===== config.mk =====
export PLATFORM = sky130hd
export DESIGN_NAME = chip8_alu_exec
export DESIGN_NICKNAME = d
export VERILOG_FILES = /design/src/rtl/chip8_alu_pkg.sv /design/src/rtl/chip8_regfile.sv /design/src/rtl/chip8_alu_core.sv /design/src/rtl/chip8_exec_ctrl.sv /design/src/rtl/chip8_alu_exec.sv
export SDC_FILE = /design/constraint.sdc
export NUM_CORES = 1
export LEC_CHECK = 0
export BUFFER_PORTS_ARGS = -buffer_cell sky130_fd_sc_hd__buf_2
export CORE_UTILIZATION = 42
export CTS_CLUSTER_SIZE = 40
export DETAILED_ROUTE_END_ITERATION = 8
export SLEW_MARGIN = 10
export SYNTH_ARGS = -nofsm -noshare
export SYNTH_HDL_FRONTEND = slang
export SYNTH_SLANG_ARGS = --single-unit

===== constraint.sdc =====
create_clock -name clk -period 5.5 [get_ports clk]
set_input_delay 1.375 -clock clk [delete_from_list [all_inputs] [get_ports clk]]
set_output_delay 1.375 -clock clk [all_outputs]
set_load 0.05 [all_outputs]

===== src/rtl/chip8_alu_pkg.sv =====
package chip8_alu_pkg;

  typedef enum logic [3:0] {
    OP_IMM, OP_MOV, OP_OR, OP_AND, OP_XOR,
    OP_ADD, OP_SUB, OP_SHR, OP_SUBN, OP_SHL, OP_BAD
  } op_e;

  typedef enum logic [2:0] {
    ST_IDLE, ST_WRX, ST_WRF, ST_HOLD, ST_FIN
  } st_e;

  function automatic op_e decode_op(input logic [15:0] ins);
    op_e o;
    o = OP_BAD;
    if (ins[15:12] == 4'h7) begin
      o = OP_IMM;
    end else if (ins[15:12] == 4'h8) begin
      case (ins[3:0])
        4'h0:    o = OP_MOV;
        4'h1:    o = OP_OR;
        4'h2:    o = OP_AND;
        4'h3:    o = OP_XOR;
        4'h4:    o = OP_ADD;
        4'h5:    o = OP_SUB;
        4'h6:    o = OP_SHR;
        4'h7:    o = OP_SUBN;
        4'hE:    o = OP_SHL;
        default: o = OP_BAD;
      endcase
    end
    return o;
  endfunction

endpackage


===== src/rtl/chip8_regfile.sv =====
module chip8_regfile #(
  parameter int NREG = 16,
  parameter int DW   = 8,
  localparam int AW  = $clog2(NREG)
) (
  input  logic          clk,
  input  logic          rst_n,
  input  logic          we,
  input  logic [AW-1:0] waddr,
  input  logic [DW-1:0] wdata,
  input  logic [AW-1:0] raddr_a,
  output logic [DW-1:0] rdata_a,
  input  logic [AW-1:0] raddr_b,
  output logic [DW-1:0] rdata_b,
  input  logic [AW-1:0] raddr_d,
  output logic [DW-1:0] rdata_d
);

  logic [DW-1:0] q [NREG];

  for (genvar g = 0; g < NREG; g++) begin : g_reg
    always_ff @(posedge clk or negedge rst_n) begin
      if (!rst_n) begin
        q[g] <= '0;
      end else if (we && (waddr == AW'(g))) begin
        q[g] <= wdata;
      end
    end
  end

  assign rdata_a = q[raddr_a];
  assign rdata_b = q[raddr_b];
  assign rdata_d = q[raddr_d];

endmodule


===== src/rtl/chip8_alu_core.sv =====
module chip8_alu_core
  import chip8_alu_pkg::*;
#(
  parameter int DW = 8
) (
  input  op_e           op,
  input  logic [DW-1:0] vx,
  input  logic [DW-1:0] vy,
  input  logic [DW-1:0] imm,
  input  logic          flag_in,
  input  logic          shift_src_x,
  output logic [DW-1:0] res,
  output logic          flag_out,
  output logic          flag_upd,
  output logic          wr_vx,
  output logic          wr_vf
);

  logic [DW:0]   sum_xy;
  logic [DW:0]   dif_xy;
  logic [DW:0]   dif_yx;
  logic [DW-1:0] sh_src;

  always_comb begin
    sum_xy = {1'b0, vx} + {1'b0, vy};
    dif_xy = {1'b0, vx} - {1'b0, vy};
    dif_yx = {1'b0, vy} - {1'b0, vx};
    sh_src = shift_src_x ? vx : vy;
  end

  always_comb begin
    res      = '0;
    flag_out = flag_in;
    flag_upd = 1'b0;
    wr_vx    = 1'b0;
    wr_vf    = 1'b0;
    case (op)
      OP_IMM: begin
        res   = vx + imm;
        wr_vx = 1'b1;
      end
      OP_MOV: begin
        res   = vy;
        wr_vx = 1'b1;
      end
      OP_OR: begin
        res   = vx | vy;
        wr_vx = 1'b1;
        wr_vf = 1'b1;
      end
      OP_AND: begin
        res   = vx & vy;
        wr_vx = 1'b1;
        wr_vf = 1'b1;
      end
      OP_XOR: begin
        res   = vx ^ vy;
        wr_vx = 1'b1;
        wr_vf = 1'b1;
      end
      OP_ADD: begin
        res      = sum_xy[DW-1:0];
        flag_out = sum_xy[DW];
        flag_upd = 1'b1;
        wr_vx    = 1'b1;
        wr_vf    = 1'b1;
      end
      OP_SUB: begin
        res      = dif_xy[DW-1:0];
        flag_out = ~dif_xy[DW];
        flag_upd = 1'b1;
        wr_vx    = 1'b1;
        wr_vf    = 1'b1;
      end
      OP_SUBN: begin
        res      = dif_yx[DW-1:0];
        flag_out = ~dif_yx[DW];
        flag_upd = 1'b1;
        wr_vx    = 1'b1;
        wr_vf    = 1'b1;
      end
      OP_SHR: begin
        res      = {1'b0, sh_src[DW-1:1]};
        flag_out = sh_src[0];
        flag_upd = 1'b1;
        wr_vx    = 1'b1;
        wr_vf    = 1'b1;
      end
      OP_SHL: begin
        res      = {sh_src[DW-2:0], 1'b0};
        flag_out = sh_src[DW-1];
        flag_upd = 1'b1;
        wr_vx    = 1'b1;
        wr_vf    = 1'b1;
      end
      default: begin
        res = '0;
      end
    endcase
  end

endmodule


===== src/rtl/chip8_exec_ctrl.sv =====
module chip8_exec_ctrl
  import chip8_alu_pkg::*;
#(
  parameter int LAT_IMM = 10,
  parameter int LAT_ALU = 44,
  localparam int CW     = $clog2(LAT_ALU + 1)
) (
  input  logic clk,
  input  logic rst_n,
  input  logic start,
  input  logic cycle_exact,
  input  logic is_imm,
  input  logic is_bad,
  input  logic need_vf,
  output logic ready,
  output logic ph_wrx,
  output logic ph_wrf,
  output logic done,
  output logic illegal
);

  st_e           st_q, st_d;
  logic [CW-1:0] cnt_q;
  logic          exact_q;
  logic [CW-1:0] last_hold;

  assign last_hold = is_imm ? CW'(LAT_IMM - 1) : CW'(LAT_ALU - 1);

  always_comb begin
    st_d = st_q;
    case (st_q)
      ST_IDLE: if (start) st_d = ST_WRX;
      ST_WRX: begin
        if (is_bad)               st_d = ST_FIN;
        else if (need_vf)         st_d = ST_WRF;
        else if (exact_q && is_imm) st_d = ST_HOLD;
        else                      st_d = ST_FIN;
      end
      ST_WRF:  st_d = exact_q ? ST_HOLD : ST_FIN;
      ST_HOLD: if (cnt_q == last_hold) st_d = ST_FIN;
      ST_FIN:  st_d = ST_IDLE;
      default: st_d = ST_IDLE;
    endcase
  end

  always_ff @(posedge clk or negedge rst_n) begin
    if (!rst_n) begin
      st_q    <= ST_IDLE;
      cnt_q   <= '0;
      exact_q <= 1'b0;
    end else begin
      st_q <= st_d;
      if (st_q == ST_IDLE) begin
        if (start) begin
          cnt_q   <= CW'(1);
          exact_q <= cycle_exact;
        end
      end else begin
        cnt_q <= cnt_q + CW'(1);
      end
    end
  end

  assign ready   = (st_q == ST_IDLE);
  assign ph_wrx  = (st_q == ST_WRX);
  assign ph_wrf  = (st_q == ST_WRF);
  assign done    = (st_q == ST_FIN);
  assign illegal = done && is_bad;

  AST_DONE_PULSE: assert property (@(posedge clk) disable iff (!rst_n)
    done |=> !done);

  AST_VF_AFTER_VX: assert property (@(posedge clk) disable iff (!rst_n)
    ph_wrf |-> $past(ph_wrx));

  AST_EXACT_IMM_LATENCY: assert property (@(posedge clk) disable iff (!rst_n)
    (done && exact_q && is_imm) |-> (cnt_q == CW'(LAT_IMM)));

  AST_EXACT_ALU_LATENCY: assert property (@(posedge clk) disable iff (!rst_n)
    (done && exact_q && need_vf) |-> (cnt_q == CW'(LAT_ALU)));

endmodule


===== src/rtl/chip8_alu_exec.sv =====
module chip8_alu_exec
  import chip8_alu_pkg::*;
#(
  parameter int LAT_IMM = 10,
  parameter int LAT_ALU = 44
) (
  input  logic        clk,
  input  logic        rst_n,
  input  logic        instr_valid,
  output logic        instr_ready,
  input  logic [15:0] instr,
  input  logic        shift_src_x,
  input  logic        cycle_exact,
  output logic        done,
  output logic        illegal,
  input  logic [3:0]  dbg_addr,
  output logic [7:0]  dbg_data
);

  localparam int NREG = 16;
  localparam int DW   = 8;
  localparam int AW   = $clog2(NREG);
  localparam logic [AW-1:0] VF_IDX = AW'(NREG - 1);

  logic [15:0]   instr_q;
  logic          flag_q;
  op_e           op;
  logic [AW-1:0] x_idx, y_idx;
  logic [DW-1:0] vx, vy, res;
  logic          flag_out, flag_upd, wr_vx, wr_vf;
  logic          start, ph_wrx, ph_wrf;
  logic          rf_we;
  logic [AW-1:0] rf_waddr;
  logic [DW-1:0] rf_wdata;

  assign start = instr_valid && instr_ready;
  assign op    = decode_op(instr_q);
  assign x_idx = instr_q[11:8];
  assign y_idx = instr_q[7:4];

  always_ff @(posedge clk or negedge rst_n) begin
    if (!rst_n) begin
      instr_q <= '0;
      flag_q  <= 1'b0;
    end else begin
      if (start) instr_q <= instr;
      if (ph_wrx && flag_upd) flag_q <= flag_out;
    end
  end

  chip8_alu_core #(.DW(DW)) u_core (
    .op         (op),
    .vx         (vx),
    .vy         (vy),
    .imm        (instr_q[7:0]),
    .flag_in    (flag_q),
    .shift_src_x(shift_src_x),
    .res        (res),
    .flag_out   (flag_out),
    .flag_upd   (flag_upd),
    .wr_vx      (wr_vx),
    .wr_vf      (wr_vf)
  );

  chip8_exec_ctrl #(.LAT_IMM(LAT_IMM), .LAT_ALU(LAT_ALU)) u_ctrl (
    .clk        (clk),
    .rst_n      (rst_n),
    .start      (start),
    .cycle_exact(cycle_exact),
    .is_imm     (op == OP_IMM),
    .is_bad     (op == OP_BAD),
    .need_vf    (wr_vf),
    .ready      (instr_ready),
    .ph_wrx     (ph_wrx),
    .ph_wrf     (ph_wrf),
    .done       (done),
    .illegal    (illegal)
  );

  always_comb begin
    rf_we    = (ph_wrx && wr_vx) || ph_wrf;
    rf_waddr = ph_wrf ? VF_IDX : x_idx;
    rf_wdata = ph_wrf ? {{(DW-1){1'b0}}, flag_q} : res;
  end

  chip8_regfile #(.NREG(NREG), .DW(DW)) u_rf (
    .clk    (clk),
    .rst_n  (rst_n),
    .we     (rf_we),
    .waddr  (rf_waddr),
    .wdata  (rf_wdata),
    .raddr_a(x_idx),
    .rdata_a(vx),
    .raddr_b(y_idx),
    .rdata_b(vy),
    .raddr_d(dbg_addr),
    .rdata_d(dbg_data)
  );

  AST_IMM_KEEPS_FLAG: assert property (@(posedge clk) disable iff (!rst_n)
    (ph_wrx && op == OP_IMM) |=> $stable(flag_q));

  AST_LOGIC_KEEPS_FLAG: assert property (@(posedge clk) disable iff (!rst_n)
    (ph_wrx && (op == OP_OR || op == OP_AND || op == OP_XOR)) |=> $stable(flag_q));

  AST_BAD_NO_WRITE: assert property (@(posedge clk) disable iff (!rst_n)
    (ph_wrx && op == OP_BAD) |-> !rf_we);

  AST_BUSY_NOT_READY: assert property (@(posedge clk) disable iff (!rst_n)
    (ph_wrx || ph_wrf || done) |-> !instr_ready);

endmodule


== Word-level counts from Yosys, hierarchy flattened ==
Memories as Yosys holds them, arrays and structs flattened.
Index checks and enable logic that the tools add are counted.

* Flip-flop bits (word level): 155
* Bits in read-only memories: 64
* Bits of input ports: 25
* Output and inout port bits: 11
* Word-level logic and storage cells: 133
* Memories kept: 1

* $add $sub $neg: 5
* Order comparisons: 3
* Equality and inequality tests: 34
* Muxes and demuxes: 29
* Bitwise gates (word level): 8
* Reduce and logical (&&, ||, !) cells: 32

{| class="wikitable"
|+ Memories
! memory !! depth !! bits a word !! rd ports !! clocked after Yosys merged registers in !! wr ports !! line !! text
|-
| (name not given) || 16 || 4 || 1 || 0 || 0 || chip8_alu_pkg.sv:18 || <nowiki>case (ins[3:0])</nowiki>
|}

{| class="wikitable"
|+ Operators by type and width
! operator !! number
|-
| $bmux W8 S4 || 3
|-
| $pmux W8 S10 || 1
|-
| $mux W8 || 8
|-
| $eq A4 B4 Y1 const B || 12
|-
| $eq A4 B3 Y1 const B || 9
|-
| $logic_and A1 B1 Y1 || 21
|-
| $mux W3 || 6
|-
| $mux W6 || 3
|-
| $sub A8 B8 Y9 || 2
|-
| $eq A4 B2 Y1 const B || 4
|-
| $ge A5 B5 Y1 const B || 3
|-
| $not A4 Y5 || 3
|-
| $mux W4 || 3
|-
| $pmux W3 S4 || 1
|-
| $reduce_or A10 Y1 || 1
|-
| $add A8 B8 Y9 || 1
|-
| $add A8 B8 Y8 || 1
|-
| $and A8 B8 Y8 || 1
|-
| $eq A4 B1 Y1 const B || 2
|-
| $logic_not A4 Y1 || 2
|-
| $or A8 B8 Y8 || 1
|-
| $reduce_or A8 Y1 || 1
|-
| $xor A8 B8 Y8 || 1
|-
| $add A6 B1 Y6 const B || 1
|-
| 13 further kinds || 20
|}

== Logic depth before layout (Yosys ltp) ==
Gate-level depths: netlist (run 1).

* Depth after elaboration: 9
* Depth in mapped cells: 21
* Gate-level depth less buffers: 15

== Cells and area by module ==
A second synthesis (run 1) with hierarchy kept.

* Cells, all modules: 960
* Area total of the unflattened synthesis: 11524.8 µm²

{| class="wikitable"
|+ Modules (own cells, without submodules)
! module !! times used !! cells each !! area an instance (µm²) !! seq. area each (µm²)
|-
| chip8_regfile || 1 || 504 || 7785.0 || 3203.1
|-
| chip8_alu_core || 1 || 315 || 2252.2 || 0.0
|-
| chip8_alu_exec || 1 || 79 || 917.1 || 425.4
|-
| chip8_exec_ctrl || 1 || 62 || 570.5 || 250.2
|}

== Least setup slack after synthesis (run 1) ==
Ideal clock, no wire load.

* Kind: input to output
* From: input port dbg_addr[0]
* To: output port dbg_data[4]
* Arrival time: 3323 ps
* Setup slack: 802 ps
* Stages: 4
* Buffers on the path: 2
* Cell sequence: clkbuf_1 buf_1 mux4_2 mux4_2

* Longest elaborated chain between the ends: 4

{| class="wikitable"
|+ Ends and longest elaborated chain
! what !! line !! text
|-
| start: declaration || chip8_alu_exec.sv:16 || <nowiki>input logic [3:0] dbg_addr,</nowiki>
|-
| $not A4 Y5 (not written as such) || chip8_regfile.sv:33 || <nowiki>assign rdata_d = q[raddr_d];</nowiki>
|-
| $bmux W8 S4 || chip8_regfile.sv:33 ||
|-
| $mux W8 (not written as such) (2 in a row) || chip8_regfile.sv:33 ||
|-
| end: declaration || chip8_alu_exec.sv:17 || <nowiki>output logic [7:0] dbg_data</nowiki>
|}

No other way between the ends. The select of a mux whose other input is x is not followed.

== Worst setup path after layout (run 1) ==
* From: register instr_q[8]
* To: register u_rf.q[87] (netlist bit)

* Longest elaborated chain between the ends: 7
* Elaborated cells on any way between the ends: 17

{| class="wikitable"
|+ Ends and longest elaborated chain
! what !! line !! text
|-
| start: declaration || chip8_alu_exec.sv:25 || <nowiki>logic [15:0] instr_q;</nowiki>
|-
| start signal: assignment || chip8_alu_exec.sv:46 || <nowiki>if (start) instr_q <= instr;</nowiki>
|-
| $not A4 Y5 (not written as such) || chip8_regfile.sv:31 || <nowiki>assign rdata_a = q[raddr_a];</nowiki>
|-
| $bmux W8 S4 || chip8_regfile.sv:31 ||
|-
| $mux W8 (not written as such) (2 in a row) || chip8_regfile.sv:31 ||
|-
| $sub A8 B8 Y9 (tied with other cells) || chip8_alu_core.sv:27 || <nowiki>dif_yx = {1'b0, vy} - {1'b0, vx};</nowiki>
|-
| $pmux W8 S10 || chip8_alu_core.sv:37 || <nowiki>case (op)</nowiki>
|-
| $mux W8 || chip8_alu_exec.sv:83 || <nowiki>rf_wdata = ph_wrf ? {{(DW-1){1'b0}}, flag_q} : res;</nowiki>
|-
| end signal: indexed assignment || chip8_regfile.sv:26 || <nowiki>q[g] <= wdata;</nowiki>
|-
| end: declaration || chip8_regfile.sv:19 || <nowiki>logic [DW-1:0] q [NREG];</nowiki>
|}

Parallel ways exist; a longest one is shown, timed or not. The select of a mux whose other input is x is not followed.
A chain may end at the register's enable or synchronous reset.

==> flow_summary.yaml, run 1 <==
final_layout:
  fillers: 2578
  multiInputGateArea_mm2: 0.00722
  nets: 1254
  final-seq-area_mm2: 0.00388
  synthToLayoutAreaGrowth_pct: 10.2
  design_area_mm2: 0.0129
  fin_cells: 1565
  layout-drive-gt1-share: 0.191
  final_cell_mix: "dfrtp_1, nand2_1, nor2_1, a21oi_1, o21ai_0"
  final_common_cell: "dfrtp_1"
  antenna_cells: 0
flow_run:
  max-cap-violations: 0
global_routing:
  grt_use_met3: 0.0388
  grt_usage: 0.273
  grt.busiest_layer: "met2"
  grt_max_degree: 90
  met2_usage: 0.432
  grt_pass1_vias: 9457
  grt_overflow_total: 0
  grt_pass1_wl_um: 58300
  met1_usage: 0.383
  antenna_found_initial: 0
sta:
  period_minus_slack_ns: 4.85
  setup_slack_ns: 0.655
  post-route-period-util: 0.881
  slew_headroom: 0.116
  timing_hold_violations_final: 0
  tightest_slew_ns: 1.32
  rsz0062_at_grt: "false"
  drv_slew: 0
  setup_viol: 0
  fin_setup_tns_ns: 0
  clock_skew_ns: 0.0169
  fmax_mhz: 206
placement:
  port_buffers: 35
  dp_cells: 1533
  place_congestion: 0.940
  dpl_cell_area_mm2: 0.0122
  pre_cts_ws_ns: 0.704
  place_hpwl_um: 27400
power:
  ir_drop_mv: 0.263
  p_leak_nw: 5.04
  p_per_area_mw_per_mm2: 676
  total_power_mw: 8.69
die:
  rows: 60
  die_area_mm2: 0.0285
  core_area_mm2: 0.0271
  start_util: 0.431
  die_x_um: 169
  die_y_um: 169
  ios: 36
detailed_routing:
  wirelength_um: 37600
  detail-route-antenna-nets: 0
  drtIter0Drc: 1116
  route.detailed.drc: 0
  drt-pass1-iter-count: 6
  wl_per_cell_um: 24.0
  via_count: 9842
  via_per_inst: 6.29
clocking:
  cts_buffer_depth: 2
  clkTransAtPathRegs_ns: 0.07
  htree_levels: 4
  clock-sinks: 155
  ctsResizeCount: 0
  clock_latency_ns: 0.44
  post_cts_buffers: 0
  clockRootBuffer: "clkbuf_16"
  holdBufCountCts: 0
  numCtsBuffers: 17
  cts_tree: "built"
synthesis:
  synth-main-ff-cell: "dfrtp_1"
  syn-cell-area_mm2: 0.0117
  synth_cells: 1158
  async_flop_share: 1.00
  yosysWarningCount: 0
  yosys_register_bits: 155
  synth_edf_count: 0
  avgSynthCellArea_um2: 10.1
  syn_nets: 1232
  synth.distinct_cells: 80
  synth_sequential_area_ratio: 0.332
status:
  status: "completed"
setup_path:
  required_ns: 5.76
  start_kind: "flop"
  critical_path_class: "flop to flop"
  cp_max_fo: 23
  worstSetupEndpointType: "flop"
  worstPathArrival_ns: 5.10
hold_path:
  min_path_type: "flop to flop"
logic make-up after synthesis:
logic type,count (synthesis),share of synthesized area
compound gates,316,0.174
xor+xnor,12,0.00901
fa+ha+maj,49,0.0551
mux,149,0.229
buf+inv,114,0.0496
flops,155,0.332
simple gates,363,0.152
where the power goes:
group / switching [mW] / internal (mW)
logic: 3.16 / 2.16
clock network: 0.574 / 0.697
registers: 0.612 / 1.50
total: 4.34 / 4.35
worst max-delay path, stage by stage (launching register included):
cell and delay [ns]:
dfrtp_2 0.81, buf_4 0.38, mux4_2 0.53, a22oi_1 0.26, nand2_1 0.25, inv_1 0.17
ha_1 0.38, nor3b_1 0.09, a211o_1 0.27, a221oi_1 0.35, mux2i_1 0.23, o211ai_1 0.17
a2111oi_4 0.35, buf_4 0.29, a21oi_1 0.10
metal layers:
metal / share of wire / vias up
met3: 0.076 / 69
met5: 0 / -
li1: - / 4420
met1: 0.43 / 4877
met2: 0.47 / 476
met4: 0.030 / 0
Yosys cell counts (5+ instances only):
cell type | number | area [um2]
dfrtp_1 | 155 | 3880
nand2_1 | 115 | 432
nor2_1 | 103 | 387
a21oi_1 | 96 | 480
o21ai_0 | 83 | 415
mux4_2 | 81 | 1820
mux2i_1 | 46 | 460
ha_1 | 45 | 563
inv_1 | 40 | 150
clkbuf_1 | 35 | 131
nand3_1 | 29 | 145
nor3_1 | 24 | 120
a22oi_1 | 18 | 135
a221oi_1 | 16 | 140
nor2b_1 | 16 | 100
o21ai_1 | 15 | 75.1
and3_1 | 14 | 87.6
buf_6 | 13 | 146
mux2_2 | 13 | 146
a221o_1 | 9 | 90.1
and2_1 | 9 | 56.3
buf_1 | 9 | 33.8
mux4_1 | 9 | 236
nor3b_1 | 9 | 67.6
o211ai_1 | 9 | 67.6
or2_2 | 8 | 50.1
buf_2 | 7 | 35.0
a21o_1 | 6 | 45.0
xnor2_1 | 6 | 52.6
xor2_1 | 6 | 52.6
buf_4 | 5 | 37.5
nand2b_1 | 5 | 31.3
o2111ai_1 | 5 | 43.8
or3_1 | 5 | 31.3
sequential cells by signal (all words and copies together), names as in the netlist:
signal and count:
u_ctrl.cnt_q 6, flag_q 1, instr_q 16, u_ctrl.st_q 3
u_rf.q 128, u_ctrl.exact_q 1
final cells by class:
class                   instances  area share
flip-flops and latches        155       0.302
clock buffers                  17      0.0331
well taps                     372      0.0362
clock inverters                15      0.0153
repair buffers                 75      0.0404
inverters                      42      0.0123
multi-input cells             889       0.561
path summary, 6_finish.rpt:
kind | from | endpoint | slack, ns | cells after the start
setup / recovery | instr_q[8]$_DFFE_PN0P_ | u_rf.q[87]$_DFFE_PN0P_ | 0.65 | 14
hold / removal | u_ctrl.cnt_q[0]$_DFFE_PN0P_ | u_ctrl.cnt_q[0]$_DFFE_PN0P_ | 0.52 | 1
setup reg to reg | instr_q[8]$_DFFE_PN0P_ | u_rf.q[87]$_DFFE_PN0P_ | 0.65 | 14
hold reg to reg | u_ctrl.cnt_q[0]$_DFFE_PN0P_ | u_ctrl.cnt_q[0]$_DFFE_PN0P_ | 0.52 | 1
max in group asynchronous | rst_n | u_rf.q[94]$_DFFE_PN0P_ | 3.40 | 2
min in group asynchronous | rst_n | u_rf.q[33]$_DFFE_PN0P_ | 1.01 | 1
metrics by stage:
step	hold WS [ns]	utilization
2_1_floorplan	0.471	-
3_3_place_gp	0.500	0.452
3_5_place_dp	0.514	0.452
4_1_cts	0.524	0.475
5_1_grt	0.566	0.475
6_report	0.525	0.475
Power figures use the tool's default switching activity.
==> run 2, diff against run 1 <==
Settings changed: SYNTH_HIERARCHICAL set to 1.
==> flow_summary.yaml, run 2 <==
sta:
  timing_hold_violations_final: 0
  slew_headroom: 0.191
  clock_skew_ns: 0.0153
  fmax_mhz: 196
  tightest_slew_ns: 1.21
  rsz0062_at_grt: "false"
  fin_setup_tns_ns: 0
  period_minus_slack_ns: 5.11
  post-route-period-util: 0.930
  setup_viol: 0
  drv_slew: 0
detailed_routing:
  route.detailed.drc: 0
  wirelength_um: 32400
  wl_per_cell_um: 24.2
  via_per_inst: 6.35
  drtIter0Drc: 681
  detail-route-antenna-nets: 0
  drt-pass1-iter-count: 5
  via_count: 8499
synthesis:
  synth-main-ff-cell: "dfrtp_1"
  async_flop_share: 1.00
  yosys_register_bits: 155
  synth_most_common_cell: "dfrtp_1"
  syn_nets: 1034
  synth_top_area_cell: "dfrtp_1"
  synth.distinct_cells: 77
  synth_edf_count: 0
  synth_sequential_area_ratio: 0.337
  ys_top_cells_by_area: "dfrtp_1, mux4_2, mux2_2"
  avgSynthCellArea_um2: 12.0
  synth.top_cell.area_share: 0.337
  synth_common_cells: "dfrtp_1, mux2_2, mux4_2"
  syn-cell-area_mm2: 0.0115
  synth_cells: 960
  yosysWarningCount: 6
die:
  rows: 60
  start_util: 0.428
  die_x_um: 168
  die_area_mm2: 0.0281
  ios: 36
  core_area_mm2: 0.0270
  die_y_um: 168
setup_path:
  start_kind: "flop"
  critical_path_class: "flop to flop"
  reg2reg_depth: 14
  worstPathArrival_ns: 5.48
  cp_max_fo: 22
  required_ns: 5.86
  worstSetupEndpointType: "flop"
  ff2ff_setup_slack_ns: 0.39
final_layout:
  final_common_cell: "dfrtp_1"
  final_cell_mix: "dfrtp_1, mux2_2, mux4_2, nand2_1, a22oi_1"
  multiInputGateArea_mm2: 0.00715
  nets: 1058
  largest_register_ffs: 128
  top_regs: "u_rf/q: 128 flops, instr_q: 16 flops, u_ctrl/cnt_q: 6 flops"
  final_core_util: 0.470
  regMostFlops: "u_rf/q"
  final-seq-area_mm2: 0.00388
  antenna_cells: 0
  synthToLayoutAreaGrowth_pct: 10.0
  layout-drive-gt1-share: 0.385
  fillers: 2428
clocking:
  holdBufCountCts: 0
  clock-sinks: 155
  cts_tree: "built"
  numCtsBuffers: 17
  clockRootBuffer: "clkbuf_16"
  htree_levels: 4
  cts_buffer_depth: 2
  clkTransAtPathRegs_ns: 0.08
  ctsResizeCount: 0
  clock_latency_ns: 0.44
  post_cts_buffers: 0
global_routing:
  grt_max_degree: 103
  grt_overflow_total: 0
  grt_usage: 0.241
  antenna_found_initial: 0
  grt_pass1_vias: 8593
  grt_pass1_wl_um: 51600
placement:
  place_hpwl_um: 23300
  port_buffers: 35
  place_congestion: 0.939
hold_path:
  hold-path-cell-count: 1
  min_path_type: "flop to flop"
flow_run:
  max-cap-violations: 0
status:
  status: "completed"
run 2: metal layers:
metal / global-route usage / wire [um] / vias up
met5: 0 / 0 / -
met4: 0.0929 / 976 / 0
met3: 0.0381 / 2040 / 73
met2: 0.391 / 15500 / 372
met1: 0.325 / 13800 / 4324
li1: - / - / 3730
run 2: cells by family (layout without fill, tap and decap cells):
family,after synthesis,count (layout),share of synthesized area
DFF,155,155,0.337
xor gates and xnor gates,13,13,0.00988
muxes,250,250,0.343
AOI/OAI and AO/OA,190,190,0.115
buffers and inverters,93,130,0.0439
adders and majority gates,49,49,0.0558
and+or+nand+nor,210,210,0.0955
run 2: cell type report:
type,count,share of cell area
inverters,28,0.00868
clock buffers,17,0.0336
repair buffers,70,0.0390
well taps,341,0.0337
flip-flops and latches,155,0.306
clock inverters,15,0.0151
multi-input cells,712,0.564
run 2: path summary, 6_finish.rpt:
path                                              from                     endpoint
setup / recovery                instr_q[4]$_DFFE_PN0P_       u_rf/q[21]$_DFFE_PN0P_
hold / removal             u_ctrl/cnt_q[5]$_DFFE_PN0P_  u_ctrl/cnt_q[5]$_DFFE_PN0P_
setup reg to reg                instr_q[4]$_DFFE_PN0P_       u_rf/q[21]$_DFFE_PN0P_
hold reg to reg            u_ctrl/cnt_q[5]$_DFFE_PN0P_  u_ctrl/cnt_q[5]$_DFFE_PN0P_
max in group asynchronous                        rst_n       u_rf/q[44]$_DFFE_PN0P_
min in group asynchronous                        rst_n       u_rf/q[96]$_DFFE_PN0P_
run 2: stage by stage:
stage | hold slack (ns) | instance area, um2 | worst slack (ns) | std cells
after CTS | 0.527 | 12700 | 0.413 | 1338
after floorplan | 0.469 | 11500 | 1.41 | 960
after detailed placement | 0.518 | 12100 | 0.459 | 1306
after global routing | 0.545 | 12700 | 0.105 | 1338
final | 0.523 | 12700 | 0.387 | 1338
after global placement | 0.507 | 12100 | 0.416 | 1306
run 2: worst max-delay path, cell delays in order, from the launching register on:
cell      delay, ns
dfrtp_2        0.62
buf_12         0.27
mux4_2         0.53
a22oi_1        0.20
nand2_1        0.29
inv_1          0.24
ha_1           0.31
a21o_1         0.21
a211oi_1       0.30
nor2_1         0.10
or2_2          0.30
o21a_1         0.18
o221ai_1       0.26
nor2b_1        0.90
mux2_2         0.32
Power of run 2 is not shown: default switching activity piles up to over one toggle a cycle in this logic, so the estimate is an artifact.
